==> src/rtl/fstn_walk_pkg.sv <==
package fstn_walk_pkg;

    typedef enum logic [1:0] {
        LT_ISO  = 2'b00,
        LT_QH   = 2'b01,
        LT_SISO = 2'b10,
        LT_SPAN = 2'b11
    } link_type_e;

    typedef struct packed {
        logic [26:0] blk;
        logic [1:0]  rsvd;
        link_type_e  typ;
        logic        term;
    } link_ptr_t;

    typedef enum logic [2:0] {
        S_IDLE,
        S_READ_LIST,
        S_STEP,
        S_READ_BACK,
        S_READ_LINK
    } walk_state_e;

    localparam int unsigned BACK_WORD_OFS = 4;

endpackage

==> src/rtl/fstn_link_decode.sv <==
module fstn_link_decode
    import fstn_walk_pkg::*;
(
    input  logic [31:0] word_i,
    output logic [31:0] node_addr_o,
    output link_type_e  typ_o,
    output logic        term_o,
    output logic        is_span_o
);
    link_ptr_t lp;

    always_comb begin
        lp          = link_ptr_t'(word_i);
        node_addr_o = {lp.blk, 5'b0};
        typ_o       = lp.typ;
        term_o      = lp.term;
        is_span_o   = (lp.typ == LT_SPAN);
    end
endmodule

==> src/rtl/fstn_span_classify.sv <==
module fstn_span_classify #(
    parameter int UF_W         = 3,
    parameter int SAVE_UF_LAST = 1
) (
    input  logic [31:0]     back_word_i,
    input  logic            rec_mode_i,
    input  logic [UF_W-1:0] uframe_i,
    output logic            do_save_o,
    output logic            do_restore_o
);
    localparam logic [UF_W-1:0] UF_LAST = UF_W'(SAVE_UF_LAST);

    logic back_live;

    always_comb begin
        back_live    = ~back_word_i[0];
        do_save_o    = back_live && !rec_mode_i && (uframe_i <= UF_LAST);
        do_restore_o = !back_live && rec_mode_i;
    end
endmodule

==> src/rtl/fstn_step_limiter.sv <==
module fstn_step_limiter #(
    parameter int STEP_LIMIT = 256
) (
    input  logic clk,
    input  logic rst_n,
    input  logic clear_i,
    input  logic inc_i,
    output logic at_limit_o
);
    localparam int CNT_W = $clog2(STEP_LIMIT + 1);
    localparam logic [CNT_W-1:0] LIMIT_V = CNT_W'(STEP_LIMIT);

    logic [CNT_W-1:0] cnt;

    always_ff @(posedge clk or negedge rst_n) begin
        if (!rst_n) begin
            cnt <= '0;
        end else if (clear_i) begin
            cnt <= '0;
        end else if (inc_i) begin
            cnt <= cnt + 1'b1;
        end
    end

    assign at_limit_o = (cnt == LIMIT_V);

    // the visit count never passes its bound
    p_count_bound_r10: assert property (@(posedge clk) disable iff (!rst_n)
        cnt <= LIMIT_V);

    // no increment is requested once the bound is reached
    p_no_inc_at_limit_r10: assert property (@(posedge clk) disable iff (!rst_n)
        at_limit_o && !clear_i |-> !inc_i);
endmodule

==> src/rtl/fstn_walker.sv <==
module fstn_walker
    import fstn_walk_pkg::*;
#(
    parameter int FIDX_W       = 10,
    parameter int UF_W         = 3,
    parameter int STEP_LIMIT   = 256,
    parameter int SAVE_UF_LAST = 1
) (
    input  logic              clk,
    input  logic              rst_n,
    input  logic              start_i,
    input  logic [31:0]       list_base_i,
    input  logic [FIDX_W-1:0] frame_idx_i,
    input  logic [UF_W-1:0]   uframe_i,
    output logic              rd_req_o,
    output logic [31:0]       rd_addr_o,
    input  logic              rd_valid_i,
    input  logic [31:0]       rd_data_i,
    output logic              visit_valid_o,
    output logic [31:0]       visit_addr_o,
    output logic [1:0]        visit_type_o,
    output logic              visit_recovery_o,
    output logic              list_end_o,
    output logic              step_err_o,
    output logic              busy_o
);
    localparam int IDX_PAD = 32 - FIDX_W - 2;
    localparam logic [UF_W-1:0] UF_LAST = UF_W'(SAVE_UF_LAST);

    walk_state_e       state, state_nx;
    logic [31:0]       base_q;
    logic [FIDX_W-1:0] fidx_q;
    logic [UF_W-1:0]   uf_q;
    logic [31:0]       cur_link;
    logic [31:0]       back_link;
    logic [31:0]       saved_link;
    logic              rec_mode;

    logic [31:0]       cur_addr;
    link_type_e        cur_typ;
    logic              cur_term;
    logic              cur_span;
    logic [31:0]       list_addr;
    logic [31:0]       class_word;
    logic              do_save;
    logic              do_restore;
    logic              at_limit;
    logic              start_ok;

    fstn_link_decode u_cur_dec (
        .word_i      (cur_link),
        .node_addr_o (cur_addr),
        .typ_o       (cur_typ),
        .term_o      (cur_term),
        .is_span_o   (cur_span)
    );

    assign class_word = (state == S_READ_BACK) ? rd_data_i : back_link;

    fstn_span_classify #(
        .UF_W         (UF_W),
        .SAVE_UF_LAST (SAVE_UF_LAST)
    ) u_classify (
        .back_word_i  (class_word),
        .rec_mode_i   (rec_mode),
        .uframe_i     (uf_q),
        .do_save_o    (do_save),
        .do_restore_o (do_restore)
    );

    assign start_ok = (state == S_IDLE) && start_i;

    fstn_step_limiter #(
        .STEP_LIMIT (STEP_LIMIT)
    ) u_limiter (
        .clk        (clk),
        .rst_n      (rst_n),
        .clear_i    (start_ok),
        .inc_i      (visit_valid_o),
        .at_limit_o (at_limit)
    );

    assign list_addr = base_q + {{IDX_PAD{1'b0}}, fidx_q, 2'b00};

    // next-state logic
    always_comb begin
        state_nx = state;
        unique case (state)
            S_IDLE:      if (start_i) state_nx = S_READ_LIST;
            S_READ_LIST: if (rd_valid_i) state_nx = S_STEP;
            S_STEP: begin
                if (cur_term || at_limit) state_nx = S_IDLE;
                else if (cur_span)        state_nx = S_READ_BACK;
                else                      state_nx = S_READ_LINK;
            end
            S_READ_BACK: begin
                if (rd_valid_i) state_nx = do_restore ? S_STEP : S_READ_LINK;
            end
            S_READ_LINK: if (rd_valid_i) state_nx = S_STEP;
            default:     state_nx = S_IDLE;
        endcase
    end

    // state register
    always_ff @(posedge clk or negedge rst_n) begin
        if (!rst_n) state <= S_IDLE;
        else        state <= state_nx;
    end

    // walk datapath
    always_ff @(posedge clk or negedge rst_n) begin
        if (!rst_n) begin
            base_q     <= '0;
            fidx_q     <= '0;
            uf_q       <= '0;
            cur_link   <= 32'h1;
            back_link  <= 32'h1;
            saved_link <= 32'h1;
            rec_mode   <= 1'b0;
        end else begin
            unique case (state)
                S_IDLE: begin
                    if (start_i) begin
                        base_q   <= list_base_i;
                        fidx_q   <= frame_idx_i;
                        uf_q     <= uframe_i;
                        rec_mode <= 1'b0;
                    end
                end
                S_READ_LIST: begin
                    if (rd_valid_i) cur_link <= rd_data_i;
                end
                S_READ_BACK: begin
                    if (rd_valid_i) begin
                        back_link <= rd_data_i;
                        if (do_restore) begin
                            cur_link <= saved_link;
                            rec_mode <= 1'b0;
                        end
                    end
                end
                S_READ_LINK: begin
                    if (rd_valid_i) begin
                        if (cur_span && do_save) begin
                            saved_link <= rd_data_i;
                            cur_link   <= back_link;
                            rec_mode   <= 1'b1;
                        end else begin
                            cur_link <= rd_data_i;
                        end
                    end
                end
                default: ;
            endcase
        end
    end

    // outputs
    always_comb begin
        rd_req_o         = 1'b0;
        rd_addr_o        = '0;
        visit_valid_o    = 1'b0;
        visit_addr_o     = cur_addr;
        visit_type_o     = cur_typ;
        visit_recovery_o = 1'b0;
        list_end_o       = 1'b0;
        step_err_o       = 1'b0;
        busy_o           = (state != S_IDLE);
        unique case (state)
            S_IDLE: ;
            S_READ_LIST: begin
                rd_req_o  = 1'b1;
                rd_addr_o = list_addr;
            end
            S_STEP: begin
                list_end_o       = cur_term;
                step_err_o       = !cur_term && at_limit;
                visit_valid_o    = !cur_term && !at_limit;
                visit_recovery_o = visit_valid_o && rec_mode;
            end
            S_READ_BACK: begin
                rd_req_o  = 1'b1;
                rd_addr_o = cur_addr + 32'(BACK_WORD_OFS);
            end
            S_READ_LINK: begin
                rd_req_o  = 1'b1;
                rd_addr_o = cur_addr;
            end
            default: ;
        endcase
    end

    // request address held until the data returns
    p_req_hold_r11: assert property (@(posedge clk) disable iff (!rst_n)
        rd_req_o && !rd_valid_i |=> rd_req_o && $stable(rd_addr_o));

    // the first read of a walk targets the frame-list entry
    p_first_read_r1: assert property (@(posedge clk) disable iff (!rst_n)
        $rose(busy_o) |-> rd_req_o &&
            rd_addr_o == $past(list_base_i) + {{IDX_PAD{1'b0}}, $past(frame_idx_i), 2'b00});

    // visit, list end and step error are exclusive
    p_one_event_r4: assert property (@(posedge clk) disable iff (!rst_n)
        $onehot0({visit_valid_o, list_end_o, step_err_o}));

    // busy drops right after the list end
    p_end_idle_r4: assert property (@(posedge clk) disable iff (!rst_n)
        list_end_o |=> !busy_o);

    // recovery visits only in the early micro-frames
    p_rec_uframe_r7: assert property (@(posedge clk) disable iff (!rst_n)
        visit_valid_o && visit_recovery_o |-> uf_q <= UF_LAST);

    // nothing happens while idle
    p_idle_quiet_r12: assert property (@(posedge clk) disable iff (!rst_n)
        !busy_o |-> !rd_req_o && !visit_valid_o && !list_end_o && !step_err_o);
endmodule

==> config.mk <==
export PLATFORM = sky130hd
export DESIGN_NAME = fstn_walker
export DESIGN_NICKNAME = d
export VERILOG_FILES = /design/src/rtl/fstn_walk_pkg.sv /design/src/rtl/fstn_link_decode.sv /design/src/rtl/fstn_span_classify.sv /design/src/rtl/fstn_step_limiter.sv /design/src/rtl/fstn_walker.sv
export SDC_FILE = /design/constraint.sdc
export NUM_CORES = 1
export LEC_CHECK = 0
export ABC_AREA = 0
export BUFFER_PORTS_ARGS = -buffer_cell sky130_fd_sc_hd__buf_4
export CORE_ASPECT_RATIO = 1.25
export CORE_UTILIZATION = 45
export CTS_CLUSTER_DIAMETER = 200
export DETAILED_ROUTE_END_ITERATION = 10
export PLACE_DENSITY = 0.66
export SYNTH_ARGS = -nofsm -noshare
export SYNTH_HDL_FRONTEND = slang
export SYNTH_HIERARCHICAL = 1
export SYNTH_SLANG_ARGS = --single-unit
==> constraint.sdc <==
create_clock -name clk -period 3.63 [get_ports clk]
set_input_delay 0.726 -clock clk [delete_from_list [all_inputs] [get_ports clk]]
set_output_delay 0.726 -clock clk [all_outputs]
set_load 0.005 [all_outputs]
Yosys cells after proc, flatten, opt, wreduce, memory -nomap -nowiden
Index checks and enable logic that the tools add are counted.
{"block": "totals", "output_inout_bits": 72, "elab_cells": 80, "input_bits": 81, "reg_bits": 154}
{"block": "op_classes", "eq_ne": 13, "order_cmp": 1, "muxes": 28, "n_reduce_logical": 25, "n_bitwise": 1, "n_addsub": 3}
{"op": "case mux 32 bit (3 select lines)", "count": 2}
{"op": "two-way mux 32 bit", "count": 5}
{"op": "adder 32 x 12 -> 32 bit", "count": 1}
{"op": "adder 32 x 3 -> 32 bit, second input constant", "count": 1}
{"op": "two-way mux 3 bit", "count": 6}
{"op": "two-way mux 9 bit", "count": 2}
{"op": "!= test 2 bit, second input constant", "count": 6}
{"op": "case mux 3 bit (4 select lines)", "count": 1}
{"op": "two-way mux 1 bit", "count": 11}
{"op": "adder 9 x 1 -> 9 bit, second input constant", "count": 1}
{"op": "== test 9 bit, second input constant", "count": 1}
{"op": "nonzero test 3 bit", "count": 3}
{"op": "logical AND 1 bit", "count": 8}
{"op": "== test 3 x 2 -> 1 bit, second input constant", "count": 2}
{"op": "AND reduction 3 bit", "count": 2}
{"op": "AND reduction 6 bit", "count": 1}
{"op": "AND reduction 5 bit", "count": 1}
{"op": "AND reduction 2 bit", "count": 2}
{"op": "== test 3 x 1 -> 1 bit, second input constant", "count": 1}
{"op": "== test 3 bit, second input constant", "count": 1}
{"op": "less-or-equal comparator 3 x 1 -> 1 bit, second input constant", "count": 1}
{"op": "logical NOT 1 bit", "count": 3}
{"op": "logical NOT 3 bit", "count": 1}
{"op": "case mux 1 bit (3 select lines)", "count": 1}
{"op": "other kinds (7)", "count": 7}

Logic depth before layout (Yosys ltp)
{"block": "depth", "ltp_word": 9, "mapped_depth": 14, "depth_no_buf": 9}

Cells and area by module
Netlist, hierarchy kept.
{"module": "fstn_walker", "n_inst": 1, "cells_per_inst": 915, "seq_area_each_um2": 3632.2, "area_each_um2": 8465.6}
{"module": "fstn_step_limiter", "n_inst": 1, "cells_per_inst": 49, "seq_area_each_um2": 225.2, "area_each_um2": 481.7}
{"module": "fstn_link_decode", "n_inst": 1, "cells_per_inst": 37, "seq_area_each_um2": 0.0, "area_each_um2": 272.8}
{"module": "fstn_span_classify", "n_inst": 1, "cells_per_inst": 2, "seq_area_each_um2": 0.0, "area_each_um2": 20.0}

Least setup slack after synthesis
No wires, ideal clock.
{"block": "synth_timing", "path_type": "flip-flop to output port", "startpoint": "register base_q[2]", "endpoint": "output rd_addr_o[24]", "arrival_time_ps": 2283, "path_slack_ps": 621, "n_path_buf": 0, "required_ps": 2904, "stages_incl_launch_ff": 10, "path_cell_list": "dfrtp_1 -> ha_1 -> inv_1 -> fa_1 -> nor2b_1 -> o211ai_1 -> a21boi_1 -> o21ai_1 -> or4_1 -> nand3_1"}
{"block": "synth_between", "elab_chain_cells": 2}
{"element": "start: declaration", "line_no": "fstn_walker.sv:31", "source": "logic [31:0] base_q;"}
{"element": "start signal: assignment", "line_no": "fstn_walker.sv:124", "source": "base_q <= list_base_i;"}
{"element": "adder 32 x 12 -> 32 bit", "line_no": "fstn_walker.sv:83", "source": "assign list_addr = base_q + {{IDX_PAD{1'b0}}, fidx_q, 2'b00};"}
{"element": "case mux 32 bit (3 select lines)", "line_no": "fstn_walker.sv:169", "source": "unique case (state)"}
{"element": "end: declaration", "line_no": "fstn_walker.sv:16", "source": "output logic [31:0] rd_addr_o,"}
No other way between the ends.

Final worst setup path
{"block": "layout_timing", "startpoint": "register fidx_q[0]", "endpoint": "output rd_addr_o[22]"}
{"block": "layout_between", "elab_chain_cells": 2}
{"element": "start: declaration", "line_no": "fstn_walker.sv:32", "source": "logic [FIDX_W-1:0] fidx_q;"}
{"element": "start signal: assignment", "line_no": "fstn_walker.sv:125", "source": "fidx_q <= frame_idx_i;"}
{"element": "adder 32 x 12 -> 32 bit", "line_no": "fstn_walker.sv:83"}
{"element": "case mux 32 bit (3 select lines)", "line_no": "fstn_walker.sv:169"}
No other way between the ends.

==> impl_metrics.py <==
metrics = {
    "setup_path": {
        "start_kind": "register",
        "crit_start": "fidx_q[0]",
        "worstSetupEndpointType": "output pin",
        "r2r_cells": 8,
        "rrSetupSlack_ps": 650,
        "r2r-start": "state[0]",
        "crit_required_ps": 2900,
        "crit_fanout": 5,
        "worstPathArrival_ps": 2830,
        "critical_path_class": "reg2out",
        "timing.rr.end": "cur_link[19]",
    },
    "timing": {
        "clock_skew_ps": 11.5,
        "rsz0062_at_grt": "yes",
        "maxSlewHeadroom_pct": 38.7,
        "fin_crit_sh_pct": 97.9,
        "period_minus_slack_ps": 3550,
        "hold_violations": 0,
        "tightestPinTransition_ps": 920,
        "drv_slew": 0,
        "setup_ws_ps": 77.8,
        "finalSetupViolCount": 0,
        "hold_slack_ps": 291,
        "fmax_ghz": 0.282,
    },
    "cells_and_area": {
        "instances_no_fill": 1236,
        "area_delta_synth_final_pct": 21.0,
        "nFillCells": 1684,
        "drive_above_1_share_pct": 33.2,
        "diodes": 0,
        "nets": 1086,
        "finish.instance_area_um2": 10400,
    },
    "worst_hold_path": {
        "min_path_type": "in2async",
    },
    "route": {
        "via_count": 7071,
        "via_per_inst": 5.72,
        "drc_errors": 12,
        "first_pass_iters": 8,
        "ant_nets": 0,
        "drt_iter0_drc": 492,
        "wl_um": 21500,
        "wl_per_cell_um": 17.4,
    },
    "place": {
        "gp_congestion": 0.848,
        "dpl_cell_area_um2": 9730,
        "dp_hpwl_um": 15300,
        "place_ws_ps": 270,
        "place_inst": 1203,
        "io_buffers": 144,
    },
    "clocking": {
        "h-tree-depth": 4,
        "cts_tree": "done",
        "numCtsBuffers": 17,
        "clock_latency_ps": 430,
        "cts_sinks": 147,
        "clk_pin_slew_ps": 60,
        "root_buffer": "clkbuf_16",
        "cts_max_path_buffers": 2,
        "cts_hold_buf": 0,
    },
    "run_status": {
        "outcome": "complete, but fails checks",
        "violations": "DRC",
    },
    "floorplan": {
        "start_util_pct": 45.9,
        "pin_count": 153,
        "core_area_um2": 18700,
        "std_cell_rows": 56,
        "die_h_um": 156,
        "die_x_um": 126,
        "die_area_um2": 19600,
    },
    "grt": {
        "grt_antenna_before_repair": 0,
        "overflow": 0,
        "grt_pass1_vias": 6698,
        "grt_pass1_wl_um": 35000,
        "grt_use_total_pct": 22.6,
        "grt_start_max_net_pins": 67,
    },
    "power": {
        "ir_worst_vdd_uv": 390,
        "power_mw": 8.42,
        "power_density_nw_per_um2": 811,
        "leakagePower_nw": 4.69,
    },
    "run": {
        "maxCapViolations": 0,
    },
    "synth": {
        "post_synth.cell_area_avg_um2": 9.72,
        "synthCells": 884,
        "yosys_warnings": 6,
        "syn-cell-area_um2": 8590,
    },
}
-- flip-flops by register name (all words and copies together) (netlist names) --
| register | cells |
|---|---|
| saved_link | 30 |
| u_limiter/cnt | 9 |
| state | 3 |
| fidx_q | 10 |
| uf_q | 2 |
| base_q | 32 |
| back_link | 30 |
| cur_link | 30 |
| rec_mode | 1 |
-- critical path: stages (launching register included) --
cell,delay (ps)
dfrtp_1,350
ha_2,190
inv_2,40
fa_2,330
nor2b_2,130
o211ai_1,170
a21boi_2,290
buf_6,170
o211ai_1,120
xnor2_1,150
a221o_1,320
buf_4,150
-- per-layer routing --
layer | global-route usage [%] | vias to the layer above | wire (um)
li1 | - | 3431 | -
met5 | 0 | - | 0
met4 | 9.35 | 0 | 530
met2 | 37.0 | 174 | 10400
met3 | 3.04 | 34 | 867
met1 | 30.1 | 3432 | 9700
-- repair_timing --
action                     4_1_cts  5_1_grt
gates resized for setup          5       11
setup endpoints to repair       10       11
buffers inserted                 1        0
pin swaps                        1        6
-- worst max-delay path by stage --
stage | end | slack (ps) | cells after the start
2_1_floorplan | rd_addr_o[24] | 620 | 9
4_1_cts | rd_addr_o[22] | 10 | 11
6_report | rd_addr_o[22] | 80 | 11
3_3_place_gp | rd_addr_o[26] | 310 | 10
3_5_place_dp | rd_addr_o[26] | 270 | 10
5_1_grt | rd_addr_o[22] | -80 | 11
-- power breakdown --
| group | total (mW) | switching, mW | internal [mW] |
|---|---|---|---|
| logic | 3.66 | 1.84 | 1.82 |
| clock network | 1.81 | 0.744 | 1.06 |
| registers | 2.96 | 0.676 | 2.28 |
-- metrics by stage --
stage	util, %	setup TNS (ps)
finish	55.5	0
global route	55.5	-497
CTS	55.4	0
detailed placement	52.0	0
global placement	52.0	0
floorplan	-	0
-- layout make-up --
type / instances / area (um^2) / share of cell area, %
timing repair buffer: 171 / 1320 / 12.7
clock buffer: 20 / 457 / 4.40
multi-input combinational: 632 / 4410 / 42.5
sequential: 147 / 3680 / 35.4
clock inverter: 12 / 145 / 1.40
tap: 232 / 290 / 2.79
inverter: 22 / 82.6 / 0.795
-- placed cells by master (no fill, tap or decap), drive strengths merged, types with 15 or more instances in the layout --
| cell type | instances |
|---|---|
| a21oi | 50 |
| a22o | 30 |
| a31oi | 19 |
| buf | 171 |
| clkbuf | 20 |
| dfrtp | 144 |
| inv | 27 |
| mux2 | 100 |
| nand2 | 103 |
| nand3 | 30 |
| nor2 | 31 |
| o211ai | 15 |
| o21ai | 80 |
Note: power is estimated with default switching activity, not from simulation.
